`src/rtl/irq_pkg.sv`:
```
package irq_pkg;
    localparam int VEC_W  = 8;
    localparam int PRIO_W = 5;

    typedef logic [VEC_W-1:0]  vec_t;
    typedef logic [PRIO_W-1:0] prio_t;

    function automatic prio_t prio_of(input vec_t v);
        return v[VEC_W-1 -: PRIO_W];
    endfunction
endpackage

```
`src/rtl/irq_sync.sv`:
```
module irq_sync #(
    parameter int           W       = 8,
    parameter logic [W-1:0] RST_VAL = '1
) (
    input  logic         clk_i,
    input  logic         rst_ni,
    input  logic [W-1:0] async_i,
    output logic [W-1:0] sync_o
);
    typedef struct packed {
        logic [W-1:0] s1;
        logic [W-1:0] s2;
    } sync_st_t;

    sync_st_t st_d, st_q;

    always_comb begin
        st_d.s1 = async_i;
        st_d.s2 = st_q.s1;
    end

    always_ff @(posedge clk_i) begin
        if (!rst_ni) begin
            st_q.s1 <= RST_VAL;
            st_q.s2 <= RST_VAL;
        end else begin
            st_q <= st_d;
        end
    end

    assign sync_o = st_q.s2;
endmodule

```
`src/rtl/irq_capture.sv`:
```
module irq_capture #(
    parameter int N = 8
) (
    input  logic         clk_i,
    input  logic         rst_ni,
    input  logic [N-1:0] level_ni,
    input  logic [N-1:0] edge_en_i,
    input  logic [N-1:0] clr_i,
    output logic [N-1:0] pend_o
);
    typedef struct packed {
        logic [N-1:0] prev;
        logic [N-1:0] pend;
    } cap_st_t;

    cap_st_t      st_d, st_q;
    logic [N-1:0] fall;

    always_comb begin
        fall       = st_q.prev & ~level_ni;
        st_d.prev  = level_ni;
        st_d.pend  = ((st_q.pend & ~clr_i) | fall) & edge_en_i;
    end

    always_ff @(posedge clk_i) begin
        if (!rst_ni) begin
            st_q.prev <= '1;
            st_q.pend <= '0;
        end else begin
            st_q <= st_d;
        end
    end

    assign pend_o = st_q.pend;
endmodule

```
`src/rtl/irq_arbiter.sv`:
```
module irq_arbiter
    import irq_pkg::*;
#(
    parameter int N        = 12,
    parameter int RSVD_MAX = 7,
    parameter int IDX_W    = (N > 1) ? $clog2(N) : 1
) (
    input  logic [N-1:0]            valid_i,
    input  logic [N-1:0][VEC_W-1:0] vec_i,
    input  prio_t                   floor_i,
    output logic                    found_o,
    output logic [IDX_W-1:0]        idx_o,
    output vec_t                    vec_o
);
    logic qual;

    always_comb begin
        found_o = 1'b0;
        idx_o   = '0;
        vec_o   = '0;
        qual    = 1'b0;
        for (int i = 0; i < N; i++) begin
            qual = valid_i[i]
                && (vec_i[i] > vec_t'(RSVD_MAX))
                && (prio_of(vec_i[i]) > floor_i);
            if (qual && (!found_o || prio_of(vec_i[i]) > prio_of(vec_o))) begin
                found_o = 1'b1;
                idx_o   = IDX_W'(i);
                vec_o   = vec_i[i];
            end
        end
    end
endmodule

```
`src/rtl/irq_prio_unit.sv`:
```
module irq_prio_unit
    import irq_pkg::*;
#(
    parameter int N_DMA    = 4,
    parameter int RSVD_MAX = 7,
    parameter int NMI_VEC  = 248
) (
    input  logic                   clk_i,
    input  logic                   rst_ni,
    input  logic [VEC_W-1:0]       ext_pin_ni,
    input  logic                   nmi_ni,
    input  logic                   port_dedicated_i,
    input  logic [VEC_W-1:0]       line_edge_i,
    input  logic [VEC_W*VEC_W-1:0] line_vec_i,
    input  logic [N_DMA-1:0]       dma_req_i,
    input  logic [N_DMA*VEC_W-1:0] dma_vec_i,
    input  logic [PRIO_W-1:0]      cur_prio_i,
    output logic                   irq_req_o,
    output logic [VEC_W-1:0]       irq_vec_o,
    input  logic                   irq_ack_i
);
    localparam int N_LINES = VEC_W;
    localparam int N_SRC   = N_LINES + N_DMA;
    localparam int IDX_W   = $clog2(N_SRC);

    typedef struct packed {
        logic             req;
        logic             nmi;
        logic [IDX_W-1:0] src;
        vec_t             vec;
    } hs_st_t;

    hs_st_t st_d, st_q;

    logic [N_LINES-1:0]            ext_sync;
    logic                          nmi_sync;
    logic [N_LINES-1:0]            line_pend;
    logic [N_LINES-1:0]            line_clr;
    logic [N_LINES-1:0]            edge_en;
    logic                          nmi_pend;
    logic                          nmi_clr;
    logic [N_SRC-1:0]              cand_valid;
    logic [N_SRC-1:0][VEC_W-1:0]   cand_vec;
    logic                          win_found;
    logic [IDX_W-1:0]              win_idx;
    vec_t                          win_vec;
    logic                          grant_nmi;

    irq_sync #(.W(N_LINES), .RST_VAL('1)) u_ext_sync (
        .clk_i   (clk_i),
        .rst_ni  (rst_ni),
        .async_i (ext_pin_ni),
        .sync_o  (ext_sync)
    );

    irq_sync #(.W(1), .RST_VAL(1'b1)) u_nmi_sync (
        .clk_i   (clk_i),
        .rst_ni  (rst_ni),
        .async_i (nmi_ni),
        .sync_o  (nmi_sync)
    );

    assign edge_en = line_edge_i & {N_LINES{port_dedicated_i}};

    irq_capture #(.N(N_LINES)) u_line_cap (
        .clk_i     (clk_i),
        .rst_ni    (rst_ni),
        .level_ni  (ext_sync),
        .edge_en_i (edge_en),
        .clr_i     (line_clr),
        .pend_o    (line_pend)
    );

    irq_capture #(.N(1)) u_nmi_cap (
        .clk_i     (clk_i),
        .rst_ni    (rst_ni),
        .level_ni  (nmi_sync),
        .edge_en_i (1'b1),
        .clr_i     (nmi_clr),
        .pend_o    (nmi_pend)
    );

    for (genvar i = 0; i < N_LINES; i++) begin : g_line
        if (i == 0) begin : g_enc
            assign cand_valid[i] = port_dedicated_i
                                 ? (line_edge_i[i] ? line_pend[i] : ~ext_sync[i])
                                 : 1'b1;
            assign cand_vec[i]   = port_dedicated_i
                                 ? line_vec_i[i*VEC_W +: VEC_W]
                                 : ~ext_sync;
        end else begin : g_ded
            assign cand_valid[i] = port_dedicated_i
                                 & (line_edge_i[i] ? line_pend[i] : ~ext_sync[i]);
            assign cand_vec[i]   = line_vec_i[i*VEC_W +: VEC_W];
        end
    end

    for (genvar j = 0; j < N_DMA; j++) begin : g_dma
        assign cand_valid[N_LINES+j] = dma_req_i[j];
        assign cand_vec[N_LINES+j]   = dma_vec_i[j*VEC_W +: VEC_W];
    end

    irq_arbiter #(.N(N_SRC), .RSVD_MAX(RSVD_MAX), .IDX_W(IDX_W)) u_arb (
        .valid_i (cand_valid),
        .vec_i   (cand_vec),
        .floor_i (cur_prio_i),
        .found_o (win_found),
        .idx_o   (win_idx),
        .vec_o   (win_vec)
    );

    always_comb begin
        st_d     = st_q;
        line_clr = '0;
        nmi_clr  = 1'b0;
        if (st_q.req && irq_ack_i) begin
            st_d.req = 1'b0;
            if (st_q.nmi) begin
                nmi_clr = 1'b1;
            end else begin
                for (int k = 0; k < N_LINES; k++) begin
                    if (st_q.src == IDX_W'(k)) line_clr[k] = 1'b1;
                end
            end
        end else if (!st_q.req) begin
            if (nmi_pend) begin
                st_d.req = 1'b1;
                st_d.nmi = 1'b1;
                st_d.src = '0;
                st_d.vec = vec_t'(NMI_VEC);
            end else if (win_found) begin
                st_d.req = 1'b1;
                st_d.nmi = 1'b0;
                st_d.src = win_idx;
                st_d.vec = win_vec;
            end
        end
    end

    always_ff @(posedge clk_i) begin
        if (!rst_ni) begin
            st_q <= '0;
        end else begin
            st_q <= st_d;
        end
    end

    assign irq_req_o = st_q.req;
    assign irq_vec_o = st_q.vec;
    assign grant_nmi = st_q.nmi;
endmodule

```
`config.mk`:
```
export PLATFORM = sky130hd
export DESIGN_NAME = irq_prio_unit
export DESIGN_NICKNAME = d
export VERILOG_FILES = /design/src/rtl/irq_pkg.sv /design/src/rtl/irq_sync.sv /design/src/rtl/irq_capture.sv /design/src/rtl/irq_arbiter.sv /design/src/rtl/irq_prio_unit.sv
export SDC_FILE = /design/constraint.sdc
export NUM_CORES = 1
export LEC_CHECK = 0
export BUFFER_PORTS_ARGS = -buffer_cell sky130_fd_sc_hd__buf_2
export CAP_MARGIN = 15
export CORE_AREA = 2 2 115 172
export CTS_BUF_LIST = sky130_fd_sc_hd__clkbuf_8
export CTS_CLUSTER_SIZE = 16
export DETAILED_ROUTE_END_ITERATION = 10
export DIE_AREA = 0 0 117 174
export MAX_ROUTING_LAYER = met4
export PLACE_DENSITY = 0.56
export SETUP_SLACK_MARGIN = 0.3
export SLEW_MARGIN = 30
export SYNTH_ARGS = -nofsm -noshare
export SYNTH_HDL_FRONTEND = slang
export SYNTH_SLANG_ARGS = --single-unit
```
`constraint.sdc`:
```
create_clock -name clk_i -period 35.6 [get_ports clk_i]
set_input_delay 7.12 -clock clk_i [delete_from_list [all_inputs] [get_ports clk_i]]
set_output_delay 7.12 -clock clk_i [all_outputs]
set_load 0.02 [all_outputs]
```
==> results of run 1 <==
==> area by class of cell <==
cell class                      count  area (um^2)
Fill cell                        2040        11500
Multi-Input combinational cell    709         5170
Timing Repair Buffer              138          701
Clock buffer                        5         68.8
Sequential cell                    50         1000
Inverter                           47          176
Tap cell                          256          320
Clock inverter                      3         41.3
==> stage by stage <==
stage               hold slack, ns  utilization  cells  total power, mW  cell area [um^2]
detailed placement           0.392        0.387   1200            0.167              7360
floorplan                    0.386            -    838            0.135              6500
finish                       0.411        0.393   1208            0.205              7480
global placement             0.394        0.387   1200            0.167              7360
global route                 0.434        0.393   1208            0.222              7480
CTS                          0.413        0.393   1208            0.206              7470
==> synthesized netlist by cell type, drive strengths merged (9+ instances only) <==
cell    number  area, um^2
a211oi      16         130
a21o        15         113
a21oi       67         354
a22oi        9        72.6
and2        14        87.6
and3        16         100
buf         12        86.3
clkbuf      20        75.1
dfxtp       50        1000
ha         113        1410
inv         46         173
mux2        19         218
nand2       88         330
nand2b      48         300
nand3       29         145
nor2        44         165
nor2b       25         156
nor4        13        81.3
o211ai       9        72.6
o21a        12        91.3
o21ai       56         288
==> metal layers <==
| layer | GRT usage | vias up | routed length [um] |
|---|---|---|---|
| li1 | - | 3361 | - |
| met1 | 0.258 | 3077 | 9080 |
| met2 | 0.397 | 219 | 11300 |
| met3 | 0.0251 | 50 | 1110 |
| met4 | 0.0745 | 0 | 774 |
| met5 | - | - | 0 |
==> power breakdown <==
group          switching, mW  leakage (nW)  internal (mW)
combinational         0.0612          2.91         0.0415
clock                 0.0181        0.0556         0.0207
sequential           0.00381         0.411         0.0602
==> worst max-delay path, delay by kind of cell <==
| kind | cells | cell delay (ns) |
|---|---|---|
| multiplexers | 5 | 1.86 |
| buffers and inverters | 6 | 0.93 |
| adder cells (fa/ha/maj) | 12 | 3.30 |
| AND/OR/NAND/NOR | 23 | 3.74 |
| AO/OA/AOI/OAI | 57 | 12.87 |
==> sequential cells by signal, summed over array words and instances, names as in the netlist <==
name,cells
st_q,4
u_nmi_sync.st_d,1
u_line_cap.pend_o,8
u_nmi_cap.pend_o,1
irq_vec_o,8
u_nmi_cap.st_q,1
u_line_cap.st_q,8
irq_req_o,1
u_nmi_sync.sync_o,1
grant_nmi,1
u_ext_sync.sync_o,8
u_ext_sync.st_d,8
==> final timing paths <==
check	start	to	slack [ns]	depth (start not counted)
max reg2reg	u_ext_sync.sync_o[4]	irq_vec_o[7]	12.72	102
min	u_ext_sync.st_d[5]	u_ext_sync.sync_o[5]	0.41	1
max	port_dedicated_i	irq_vec_o[7]	5.97	103
min reg2reg	u_ext_sync.st_d[5]	u_ext_sync.sync_o[5]	0.41	1
==> kinds of logic (layout without fill, tap and decap cells) <==
family                     count (synthesis)  after routing  synth area share
muxes                                     25             25            0.0427
DFF                                       50             50             0.154
AOI/OAI and AO/OA                        264            264             0.292
adders and majority gates                113            113             0.217
and+or+nand+nor                          307            307             0.242
buffers and inverters                     79            193            0.0519
==> results.toml, run 1 <==
[grt]
grt_pass1_wl_mm = 34.9
antenna_found_initial = 0
grt_max_degree = 42
grt_pass1_vias = 6752
grt-ovfl-total = 0
gr-usage-all-layers = 0.224

[run]
max_cap_violations = 0

[finish]
diodes = 0
final_cell_mix = "buf_2 (134), ha_1 (113), nand2_1 (88)"
drive_gt1_frac = 0.194
layout.nets = 1190
layout_commonest_cell = "buf_2"
area_growth_syn_to_layout_pct = 15.0

[cts]
holdBufCountCts = 0
cts_buffer_depth = 2
post_cts_buffers = 0
ctsResizeCount = 0
clk_pin_slew_ns = 0.09
cts_tree = "done"
cts.sinks = 50
clockRootBuffer = "clkbuf_8"
cts_max_level = 2
insertion_delay_ns = 0.30
numCtsBuffers = 5

[min_path]
worstHoldPathType = "flop to flop"

[timing]
slew_headroom = 0.403
drv_slew = 0
hold_viol = 0
finClkSkew_ns = 0.00439
finalWorstSetupSlack_ns = 5.97
fmax_ghz = 0.0337
setup-tns-final_ns = 0
rsz0062_at_grt = "no"
period_share = 0.832
worstMarginPinSlew_ns = 0.895
period_minus_slack_ns = 29.63
final-setup-viol-count = 0

[die]
dieArea_um2 = 20400
rows = 62
core_um2 = 19000
start_util = 0.342
fp.dieW_um = 117
pin_count = 135
die_h_um = 174

[synth]
syn_inst = 838
yosysWarnings = 0
ys.flop_type = "dfxtp_1"
synth_seq_cells = 50
synth_fp_nets = 1077
synth_edf_count = 0
synth.distinct_cells = 78
seq_area_frac_synth = 0.154
syn_area_um2 = 6500
async_reset_ff_frac = 0
synth.avg_cell_area_um2 = 7.76

[route]
drtIter0Drc = 463
final_antenna_net_count = 0
drt-total-wl_mm = 22.3
vias = 6707
vias_per_cell = 5.55
route.detailed.drc = 0
post_drt_wl_per_cell_um = 18.5
drtPass1Iterations = 5

[critical_path]
arrival_ns = 29.86
cpMaxStageDelayCell = "o21ai_1"
cp-start-kind = "primary input"
endpoint_kind = "flop"
slowest_delay_ns = 0.71
criticalPathCategory = "primary input to flop"
crit_path_frequent_cell = "ha_1"
critPathRequiredTime_ns = 35.83
cp_max_fo = 24

[placed_design]
dp_slack_ns = 5.95
hpwlAfterDp_mm = 18.2
portBuffers = 134
routabilityCongestion = 0.953

[pwr]
vdd_drop_max_mv = 0.0166
power_density_nw_per_um2 = 27.5
cellLeakagePower_nw = 3.38

[run_status]
status = "finished clean"
No activity file was read; power rests on OpenSTA's default activity.
==> inputs of run 2 (changes only) <==
--- a/config.mk
+++ b/config.mk
@@ -13,7 +13,7 @@
 export DETAILED_ROUTE_END_ITERATION = 10
 export DIE_AREA = 0 0 117 174
 export MAX_ROUTING_LAYER = met4
-export PLACE_DENSITY = 0.56
+export PLACE_DENSITY = 0.58
 export SETUP_SLACK_MARGIN = 0.3
 export SLEW_MARGIN = 30
 export SYNTH_ARGS = -nofsm -noshare
==> constraint.sdc (replaced) <==
create_clock -name clk_i -period 26.4 [get_ports clk_i]
set_input_delay 5.28 -clock clk_i [delete_from_list [all_inputs] [get_ports clk_i]]
set_output_delay 5.28 -clock clk_i [all_outputs]
set_load 0.02 [all_outputs]
==> results.toml, run 2 (same netlist as run 1, synthesis figures left out) <==
[run_status]
status = "finished clean"

[cts]
holdBufCountCts = 0
cts_max_level = 2
cts_tree = "done"
insertion_delay_ns = 0.31
clockRootBuffer = "clkbuf_8"
cts.sinks = 50
numCtsBuffers = 5
cts_buffer_depth = 2
clk_pin_slew_ns = 0.10

[route]
vias = 6905
post_drt_wl_per_cell_um = 18.1
drtIter0Drc = 427
drtPass1Iterations = 6
drt-total-wl_mm = 22.3
vias_per_cell = 5.61
final_antenna_net_count = 0
route.detailed.drc = 0

[timing]
final-setup-viol-count = 0
finalWorstSetupSlack_ns = 1.56
fmax_ghz = 0.0403
rsz0062_at_grt = "no"
period_minus_slack_ns = 24.84
slew_headroom = 0.482
finClkSkew_ns = 0.0120
setup-tns-final_ns = 0
period_share = 0.941
drv_slew = 0
hold_viol = 0
hold_ws_ns = 0.408
worstMarginPinSlew_ns = 0.771

[pwr]
power_density_nw_per_um2 = 35.7
vdd_drop_max_mv = 0.0239
p_int_mw = 0.161
cellLeakagePower_nw = 3.48
p_seq_frac = 0.312
p_sw_mw = 0.115
comb_power_share = 0.523
power_frac_clock = 0.165
swShare = 0.418

[grt]
grt_max_degree = 42
antenna_found_initial = 0
grt_pass1_wl_mm = 33.9
gr-usage-all-layers = 0.218
grt_pass1_vias = 6646
grt-ovfl-total = 0

[placed_design]
portBuffers = 134
post-place-cells = 1208
dp_slack_ns = 0.108
routabilityCongestion = 0.916
hpwlAfterDp_mm = 18.3

[critical_path]
worstRegToRegCells = 105
arrival_ns = 25.05
slowest_delay_ns = 0.45
critPathRequiredTime_ns = 26.61
criticalPathCategory = "primary input to flop"
cp_max_fo = 15
cpMaxStageDelayCell = "a2111oi_2"
cp-start-kind = "primary input"
crit_path_frequent_cell = "ha_1"
crit_buf_inv = 9
crit_cells = 106
endpoint_kind = "flop"
crit_family = "compound AO/OA/AOI/OAI gates"

[finish]
layout_commonest_cell = "buf_2"
drive_gt1_frac = 0.229
final_cell_mix = "buf_2 (134), ha_1 (113), nand2_1 (86)"
fin_util = 0.407
diodes = 0
fillCellCount = 1999
area_growth_syn_to_layout_pct = 19.0
layout.nets = 1213
instances_no_fill = 1231

[min_path]
whs_path_depth = 1
worstHoldPathType = "flop to flop"

[die]
start_util = 0.342
dieArea_um2 = 20400
fp.dieW_um = 117
rows = 62
die_h_um = 174
pin_count = 135
core_um2 = 19000

[run]
max_cap_violations = 0
run 2: cell types whose count changed in the layout (fill, tap and decap cells not counted), moves of 2 or more:
cell,change
o21ai_0,-3
o21ai_1,+2
buf_4,+23
a21oi_2,-2
nand2_4,+2
clkinvlp_4,+2
a211oi_1,-3
nand2_1,-2
a211oi_2,+2
run 2: stage by stage:
stage / instance area (um^2) / power [mW]
floorplan: 6500 / 0.182
global placement: 7420 / 0.225
detailed placement: 7420 / 0.226
CTS: 7520 / 0.272
global route: 7740 / 0.298
finish: 7740 / 0.276
run 2: cell type report:
cell class	instances	area, um^2	share of cell area
multi-input cells	709	5270	0.681
repair buffers	161	873	0.113
clock buffers	5	68.8	0.00889
flip-flops and latches	50	1000	0.129
inverters	47	180	0.0233
clock inverters	3	23.8	0.00307
well taps	256	320	0.0414
run 2: metal layers:
metal	part of all wire	track usage	vias up
li1	-	-	3400
met1	0.40	0.248	3236
met2	0.51	0.386	211
met3	0.049	0.0213	58
met4	0.039	0.0833	0
met5	0	-	-
run 2: timing repair:
| action | in CTS | in global routing |
|---|---|---|
| buffers inserted | 0 | 15 |
| setup endpoints to repair | 0 | 12 |
| gates resized for setup | 0 | 25 |
run 2: power groups by stage:
stage	clock [mW]	sequential [mW]	combinational, mW
after CTS	0.0472	0.0859	0.139
after global routing	0.0500	0.0867	0.161
after floorplan	0	0.0857	0.0965
after detailed placement	0	0.0876	0.138
final	0.0455	0.0860	0.144
after global placement	0	0.0876	0.138
run 2: final timing paths:
kind                     endpoint                  from  slack [ns]
min          u_ext_sync.sync_o[4]    u_ext_sync.st_d[4]        0.41
max reg2reg          irq_vec_o[4]  u_ext_sync.sync_o[7]        6.36
max                  irq_vec_o[4]      port_dedicated_i        1.56
min reg2reg  u_ext_sync.sync_o[4]    u_ext_sync.st_d[4]        0.41
